[src/rtl/conv_uop_pkg.sv]
package conv_uop_pkg;

    // Width of every geometry field
    localparam int DIM_W = 8;
    // Number of nested loop counters
    localparam int NLOOP = 6;

    // Counter positions, innermost first
    localparam int L_OC = 0;
    localparam int L_X  = 1;
    localparam int L_IC = 2;
    localparam int L_KX = 3;
    localparam int L_KY = 4;
    localparam int L_Y  = 5;

    typedef logic [DIM_W-1:0] dim_t;

    typedef struct packed {
        dim_t h;
        dim_t w;
        dim_t kh;
        dim_t kw;
        dim_t oct;
        dim_t ict;
    } conv_geom_t;

    typedef logic [NLOOP-1:0][DIM_W-1:0] loop_vec_t;

    typedef enum logic {
        SEQ_IDLE = 1'b0,
        SEQ_RUN  = 1'b1
    } seq_state_t;

    // Geometry that cannot keep consecutive dst values apart, or is empty
    function automatic logic geom_is_bad(conv_geom_t g);
        logic any_zero;
        any_zero = (g.h == '0) || (g.w == '0) || (g.kh == '0) ||
                   (g.kw == '0) || (g.oct == '0) || (g.ict == '0);
        return any_zero || ((g.w == dim_t'(1)) && (g.oct == dim_t'(1)));
    endfunction

    // Loop limits in counter order
    function automatic loop_vec_t geom_limits(conv_geom_t g);
        loop_vec_t lim;
        lim[L_OC] = g.oct;
        lim[L_X]  = g.w;
        lim[L_IC] = g.ict;
        lim[L_KX] = g.kw;
        lim[L_KY] = g.kh;
        lim[L_Y]  = g.h;
        return lim;
    endfunction

endpackage

[src/rtl/uop_loop_nest.sv]
module uop_loop_nest
    import conv_uop_pkg::*;
(
    input  logic      clk,
    input  logic      rst,
    input  logic      clear,
    input  logic      advance,
    input  loop_vec_t limits,
    output loop_vec_t count,
    output logic      at_end
);

    logic [NLOOP:0]   carry;
    logic [NLOOP-1:0] at_top;

    assign carry[0] = advance;

    generate
        for (genvar i = 0; i < NLOOP; i++) begin : g_ctr
            dim_t ctr_q;

            assign at_top[i]   = (ctr_q == limits[i] - dim_t'(1));
            assign carry[i+1]  = carry[i] && at_top[i];
            assign count[i]    = ctr_q;

            always_ff @(posedge clk) begin
                if (rst || clear) begin
                    ctr_q <= '0;
                end else if (carry[i]) begin
                    ctr_q <= at_top[i] ? '0 : ctr_q + dim_t'(1);
                end
            end


            ctr_range_chk: assert property (@(posedge clk) disable iff (rst)
                (advance && !at_top[i]) |-> (ctr_q < limits[i]));
        end
    endgenerate

    assign at_end = &at_top;

endmodule

[src/rtl/uop_index_calc.sv]
module uop_index_calc
    import conv_uop_pkg::*;
#(
    parameter int IDX_W = 20
) (
    input  conv_geom_t       geom,
    input  loop_vec_t        count,
    output logic [IDX_W-1:0] dst,
    output logic [IDX_W-1:0] src,
    output logic [IDX_W-1:0] wgt
);

    typedef logic [IDX_W-1:0] idx_t;

    idx_t y, x, ky, kx, oc, ic;
    idx_t w, kh, kw, oct, ict, pad_w;

    always_comb begin
        y     = idx_t'(count[L_Y]);
        x     = idx_t'(count[L_X]);
        ky    = idx_t'(count[L_KY]);
        kx    = idx_t'(count[L_KX]);
        oc    = idx_t'(count[L_OC]);
        ic    = idx_t'(count[L_IC]);
        w     = idx_t'(geom.w);
        kh    = idx_t'(geom.kh);
        kw    = idx_t'(geom.kw);
        oct   = idx_t'(geom.oct);
        ict   = idx_t'(geom.ict);
        pad_w = w + kw - idx_t'(1);

        dst = (y * w + x) * oct + oc;
        src = ((y + ky) * pad_w + (x + kx)) * ict + ic;
        wgt = ((oc * kh + ky) * kw + kx) * ict + ic;
    end

endmodule

[src/rtl/conv_uop_seq.sv]
module conv_uop_seq
    import conv_uop_pkg::*;
#(
    parameter int IDX_W = 20
) (
    input  logic             clk,
    input  logic             rst,
    input  logic             start,
    input  logic [DIM_W-1:0] cfg_h,
    input  logic [DIM_W-1:0] cfg_w,
    input  logic [DIM_W-1:0] cfg_kh,
    input  logic [DIM_W-1:0] cfg_kw,
    input  logic [DIM_W-1:0] cfg_oct,
    input  logic [DIM_W-1:0] cfg_ict,
    output logic             busy,
    output logic             cfg_err,
    output logic             uop_valid,
    input  logic             uop_ready,
    output logic [IDX_W-1:0] uop_dst,
    output logic [IDX_W-1:0] uop_src,
    output logic [IDX_W-1:0] uop_wgt,
    output logic             uop_last
);

    seq_state_t state_q;
    conv_geom_t geom_q, geom_in;
    loop_vec_t  count;
    logic       at_end, fire, accept, good;
    logic       err_q;

    assign geom_in = '{h: cfg_h, w: cfg_w, kh: cfg_kh, kw: cfg_kw,
                       oct: cfg_oct, ict: cfg_ict};
    assign accept  = start && (state_q == SEQ_IDLE);
    assign good    = !geom_is_bad(geom_in);
    assign fire    = uop_valid && uop_ready;

    always_ff @(posedge clk) begin
        if (rst) begin
            state_q <= SEQ_IDLE;
            geom_q  <= '0;
            err_q   <= 1'b0;
        end else begin
            if (accept) begin
                geom_q <= geom_in;
                err_q  <= !good;
                if (good) state_q <= SEQ_RUN;
            end else if (fire && at_end) begin
                state_q <= SEQ_IDLE;
            end
        end
    end

    uop_loop_nest i_nest (
        .clk     (clk),
        .rst     (rst),
        .clear   (accept),
        .advance (fire),
        .limits  (geom_limits(geom_q)),
        .count   (count),
        .at_end  (at_end)
    );

    uop_index_calc #(.IDX_W(IDX_W)) i_calc (
        .geom  (geom_q),
        .count (count),
        .dst   (uop_dst),
        .src   (uop_src),
        .wgt   (uop_wgt)
    );

    assign busy      = (state_q == SEQ_RUN);
    assign uop_valid = busy;
    assign uop_last  = busy && at_end;
    assign cfg_err   = err_q;

    // Previous transferred dst, for the hazard check
    logic [IDX_W-1:0] prev_dst_q;
    logic             have_prev_q;

    always_ff @(posedge clk) begin
        if (rst || accept) begin
            have_prev_q <= 1'b0;
            prev_dst_q  <= '0;
        end else if (fire) begin
            have_prev_q <= !at_end;
            prev_dst_q  <= uop_dst;
        end
    end


    reset_idle_chk: assert property (@(posedge clk)
        rst |=> (!uop_valid && !busy && !cfg_err));


    dst_repeat_chk: assert property (@(posedge clk) disable iff (rst)
        (fire && have_prev_q) |-> (uop_dst != prev_dst_q));


    stall_hold_chk: assert property (@(posedge clk) disable iff (rst)
        (uop_valid && !uop_ready && !accept) |=>
            (uop_valid && $stable(uop_dst) && $stable(uop_src) &&
             $stable(uop_wgt) && $stable(uop_last)));


    err_quiet_chk: assert property (@(posedge clk) disable iff (rst)
        cfg_err |-> !uop_valid);


    end_idle_chk: assert property (@(posedge clk) disable iff (rst)
        (fire && uop_last) |=> (!busy && !uop_valid));


    start_busy_chk: assert property (@(posedge clk) disable iff (rst)
        (busy && start && !(fire && uop_last)) |=> busy);

endmodule

[config.mk]
export PLATFORM = sky130hd
export DESIGN_NAME = conv_uop_seq
export DESIGN_NICKNAME = d
export VERILOG_FILES = /design/src/rtl/conv_uop_pkg.sv /design/src/rtl/uop_loop_nest.sv /design/src/rtl/uop_index_calc.sv /design/src/rtl/conv_uop_seq.sv
export SDC_FILE = /design/constraint.sdc
export NUM_CORES = 2
export LEC_CHECK = 0
export BUFFER_PORTS_ARGS = -buffer_cell sky130_fd_sc_hd__buf_4
export CORE_MARGIN = 3
export CORE_UTILIZATION = 54
export DETAILED_ROUTE_END_ITERATION = 6
export PLACE_DENSITY = 0.71
export SLEW_MARGIN = 20
export SYNTH_ARGS = -nofsm -noshare
export SYNTH_HDL_FRONTEND = slang
export SYNTH_SLANG_ARGS = --single-unit
[constraint.sdc]
create_clock -name clk -period 32.7 [get_ports clk]
set_input_delay 4.905 -clock clk [delete_from_list [all_inputs] [get_ports clk]]
set_output_delay 4.905 -clock clk [all_outputs]
set_load 0.02 [all_outputs]
======== Yosys cells after proc, flatten, opt, wreduce, memory -nomap -nowiden ========
Cells that the tools add are included.
word-level totals
  register bits after elaboration ......... 98
  output and inout port bits .............. 64
  logic and storage cells ................. 89
operators by class
  add/sub/neg operators ................... 23
  multipliers ............................. 7
  equal/unequal tests ..................... 9
  muxes and demuxes ....................... 9
  bitwise logic cells ..................... 1
  reductions and logical operators ........ 26
operators by type and width
  cell                                                                   count
  20-bit by 8-bit adder with 20-bit output                               4
  20-bit by 8-bit multiplier with 20-bit output                          4
  8-bit by 1-bit adder with 8-bit output, second input constant          6
  8-bit equality test                                                    6
  8-bit zero test                                                        6
  8-bit 2-to-1 mux                                                       6
  8-bit by 1-bit subtractor with 8-bit output, second input constant     6
  16-bit by 8-bit adder with 17-bit output                               2
  8-bit by 8-bit multiplier with 16-bit output                           2
  8-bit by 8-bit adder with 9-bit output                                 3
  20-bit adder                                                           1
  20-bit by 20-bit multiplier with 20-bit output                         1
  20-bit by 1-bit subtractor with 20-bit output, second input constant   1
  8-bit by 1-bit equality test with 1-bit output, second input constant  2
  1-bit logical AND                                                      10
  1-bit logical OR                                                       7
  6-bit AND reduction                                                    1
  1-bit 2-to-1 mux                                                       3
  2-bit != test, second input constant                                   1
  2-bit AND reduction                                                    1
  2-bit nonzero test                                                     1
  1-bit NOT                                                              1

======== Depth between registers and ports, before layout ========
  depth in word-level cells ............... 9
  gate-level depth with buffers ........... 51
  depth with buffers taken out ............ 50

======== Cells and area by module ========
Synthesis repeated with hierarchy kept, for this count alone.
unflattened totals
  cells, all modules ...................... 3556
  area total of the unflattened synthesis .. 30063.8 um^2
by module, submodules not included
  module          times used  cells each  area an instance (um^2)
  uop_index_calc  1           2874        24582.3
  uop_loop_nest   1           440         3584.7
  conv_uop_seq    1           242         1896.8

======== Least setup slack after synthesis ========
No wires, ideal clock.
  path type ............................... reg-to-output
  start ................................... reg i_nest.g_ctr[0].ctr_q[3]
  end ..................................... out uop_wgt[18]
  arrival time ............................ 10.885 ns
  required time ........................... 27.795 ns
  slack ................................... 16.910 ns
  stages on the path, launching flop included .. 42
  buffers on the path ..................... 1
  path through ............................ dfxtp_1 > clkbuf_1 > nand2_1 > fa_1 > inv_1 > ha_1 > ha_1 > inv_1 > fa_1 > inv_1 > ha_1 > inv_1 > fa_1 > nor2b_1 > o21ai_0 > nand2_1 > xor2_1 > nand2_1 > [... 6 more ...] > inv_1 > ha_1 > xnor2_1 > nand2_1 > fa_1 > inv_1 > fa_1 > fa_1 > fa_1 > ha_1 > a21oi_1 > o21ai_0 > a21oi_1 > o21ai_0 > a2111oi_1 > nor3_1 > or4_1 > nand3_1
on the way
  cells in the longest elaborated chain, start to end .. 6
RTL lines
  what                                           line                  text
  start, declared                                uop_loop_nest.sv:20   dim_t ctr_q;
  start signal, assigned                         uop_loop_nest.sv:30   ctr_q <= at_top[i] ? '0 : ctr_q + dim_t'(1);
  8-bit by 8-bit multiplier with 16-bit output   uop_index_calc.sv:34  wgt = ((oc * kh + ky) * kw + kx) * ict + ic;
  16-bit by 8-bit adder with 17-bit output       uop_index_calc.sv:34
  20-bit by 8-bit multiplier with 20-bit output  uop_index_calc.sv:34
  20-bit by 8-bit adder with 20-bit output       uop_index_calc.sv:34
  20-bit by 8-bit multiplier with 20-bit output  uop_index_calc.sv:34
  20-bit by 8-bit adder with 20-bit output       uop_index_calc.sv:34
  end, declared                                  conv_uop_seq.sv:21    output logic [IDX_W-1:0] uop_wgt,
Every way passes these cells.

======== Worst setup path after layout ========
  start ................................... reg i_nest.g_ctr[0].ctr_q[5]
  end ..................................... out uop_wgt[18]
Same word-level chain as after synthesis.

==> results.md <==
* Run status: complete, no violations
* Sequential fraction of the synthesis area at 6.372%
* Chip height at 244.8 um
* Number of gates resized after CTS at 0
* Largest net degree at the start of global routing at 43
* Hold Path Stages at 1
* Initial Util at 55.24%
* Worst EP required at 27,790 ps
* Synth-to-layout area growth at 5.791%
* Die area at 59,920 um^2
* Clk buf depth at 2
* Fin. Hold Viols at 0
* Final number of setup-violating endpoints at 0
* Sw frac at 37.12%
* Max Slew Vio Count at 0
* RSZ-0062 raised after global routing: no
* Share of layout cells above drive strength 1 at 4.757%
* Cell mode on critical path: fa_1
* DR iter-0 viols at 1,233
* Fraction of registers with async set/reset at 0%
* Row count at 86
* DP Wirelength at 56.98 mm
* Latest clock arrival within the worst-skew pair at 370 ps
* First-pass GRT wire length at 116.9 mm
* TritonCTS buffer count at 9
* IO buf count at 115
* Initial antenna violation count at 0
* Setup crit start kind: flop
* Clock transition at path regs at 80 ps
* Yosys reg bits at 98
* Net Switching at 121.8 uW
* WL final at 68.46 mm
* Die width at 244.8 um
* Syn Nets at 4,534
* Grt total ovfl at 0
* DRC violations left at 0
* Lkg Pwr at 0.01522 uW
* I/O pin cnt at 116
* CTS tree: done
* Sink Count at 98
* Slew @ Worst Pin at 955.8 ps
* Setup TNS at 0 ps
* Post-layout min period at 17,300 ps
* Mapped Area at 30,790 um^2
* Number of library cell types mapped by synthesis at 77
* Crit-path slowest cell: a2111oi_1
* Fin crit share at 52.91%
* Max incr delay on CP at 660 ps
* YS warnings at 0
* ANT cells at 0
* Worst slew margin at 36.19%
* Syn_area_per_cell at 8.529 um^2
* Routed length per placed instance at 15.61 um
* Fin util at 58.44%
* Placer Congestion at 0.8958
* Post-Route Skew at 15.69 ps
* Min Hold Slack at 496.4 ps
* Worst vdd ir at 0.02426 mV
* Proportion of power drawn by flip-flops and latches at 42.8%
* Logic gate share of total power at 23.6%
* Cts hold-fix bufs at 0
* Hold WC Path Type: flop to flop
* Post-synth EDFFs at 0
* CTS root buf: clkbuf_16
* Cells after Synth at 3,610
* Fmax at 57.80 MHz
* Clk pwr share at 33.6%
* Commonest non-fill, non-tap cell in the layout: inv_1
* Place WS at 15,790 ps
* Commonest non-fill, non-tap cells in the layout: inv_1 (695), fa_1 (553), nand2_1 (470)
* CP max FO at 11
* Gr usage total at 23.55%
* CP arrival at 12,400 ps
* Nets at 4,556
* Ys flop type: dfxtp_1
* Vias in the first global route at 23,802
* Worst Slack Setup Final at 15,400 ps
* Setup crit end kind: output port
* R2R Setup Slk at 28,210 ps
* Max capacitance violation total at 0
* Power Dens Cells at 10.08 nW/um^2
* Vias at 23,210
* Post-route ant nets at 0
* Core Region at 55,740 um^2
* Reg2Reg Depth at 13
* DR pass1 iterations at 5
* H-tree depth at 3
* # Post-CTS Setup Buffers at 0
* Internal at 206.4 uW
* Setup Crit Path Kind: flop to output port
* Vias per inst at 5.293
final cells by class:
| type | count | area, um^2 |
|---|---|---|
| Inverter | 695 | 2609 |
| Timing Repair Buffer | 135 | 1013 |
| Tap cell | 748 | 935.9 |
| Multi-Input combinational cell | 2693 | 25750 |
| Fill cell | 5104 | 23170 |
| Clock buffer | 9 | 225.2 |
| Sequential cell | 98 | 1964 |
| Clock inverter | 7 | 70.07 |
worst paths after layout:
check | start | endpoint
worst max-delay path | i_nest.g_ctr[0].ctr_q[5]$_SDFFE_PP0P_ | uop_wgt[18]
worst min register to register | cfg_err$_SDFFE_PP0P_ | cfg_err$_SDFFE_PP0P_
worst max register to register | geom_q[1]$_SDFFE_PP0P_ | i_nest.g_ctr[5].ctr_q[7]$_SDFFE_PP0P_
worst min-delay path | cfg_err$_SDFFE_PP0P_ | cfg_err$_SDFFE_PP0P_
per-layer routing:
layer | vias up | GRT usage, % | wire length [um]
li1 | 11187 | - | -
met1 | 11427 | 32.86 | 31950
met2 | 533 | 39.80 | 31950
met3 | 63 | 2.655 | 3290
met4 | 0 | 5.071 | 1264
met5 | - | 0 | 0
kinds of logic (layout without fill, tap and decap cells):
family / count (synthesis) / in the layout / synth area share [%]
simple gates: 1198 / 1198 / 19.22
fa+ha+maj: 872 / 872 / 48.92
buf+inv: 819 / 846 / 10.05
compound gates: 360 / 360 / 7.668
xor+xnor: 257 / 257 / 7.579
flops: 98 / 98 / 6.372
mux: 6 / 6 / 0.1951
power groups by stage:
stage / combinational, uW / clock [uW] / sequential [uW]
6_report: 77.4 / 110 / 140
5_1_grt: 84.8 / 116 / 141
4_1_cts: 76.5 / 112 / 140
3_5_place_dp: 76.1 / 0 / 143
3_3_place_gp: 75.8 / 0 / 143
2_1_floorplan: 60.2 / 0 / 129
synth_stat cells, types with 20 or more instances:
cell,number,area share (%)
and2_1,316,6.4
nor3_1,43,0.70
inv_1,695,8.5
nor2b_1,40,0.81
xnor2_1,178,5.1
nand3_1,28,0.46
nand2b_1,38,0.77
fa_1,553,36
dfxtp_1,98,6.4
clkbuf_1,112,1.4
a21oi_1,96,1.6
o21ai_0,80,1.3
a21o_1,28,0.68
xor2_1,73,2.1
nor2_1,158,1.9
ha_1,319,13
and3_1,20,0.41
a22o_1,37,1.1
nand2_1,470,5.7
through the flow:
| stage | total power, uW | std cells | cell area (um^2) |
|---|---|---|---|
| finish | 328.2 | 4385 | 32570 |
| global route | 342.5 | 4385 | 32570 |
| CTS | 328.5 | 4385 | 32570 |
| detailed placement | 218.8 | 4369 | 32270 |
| global placement | 218.4 | 4369 | 32270 |
| floorplan | 189.4 | 3610 | 30790 |
sequential cells by signal (all words and copies together) (netlist names):
signal,flops
geom_q,48
i_nest.g_ctr.ctr_q,48
busy,1
cfg_err,1
critical path, delay by kind of cell (launching register included):
kind / cells / cell delay [ps]
simple gates: 7 / 1400
compound gates: 6 / 1450
flops: 1 / 600
fa+ha+maj: 15 / 6870
buf+inv: 8 / 690
xor+xnor: 2 / 1010
(Power assumes the default switching activity.)
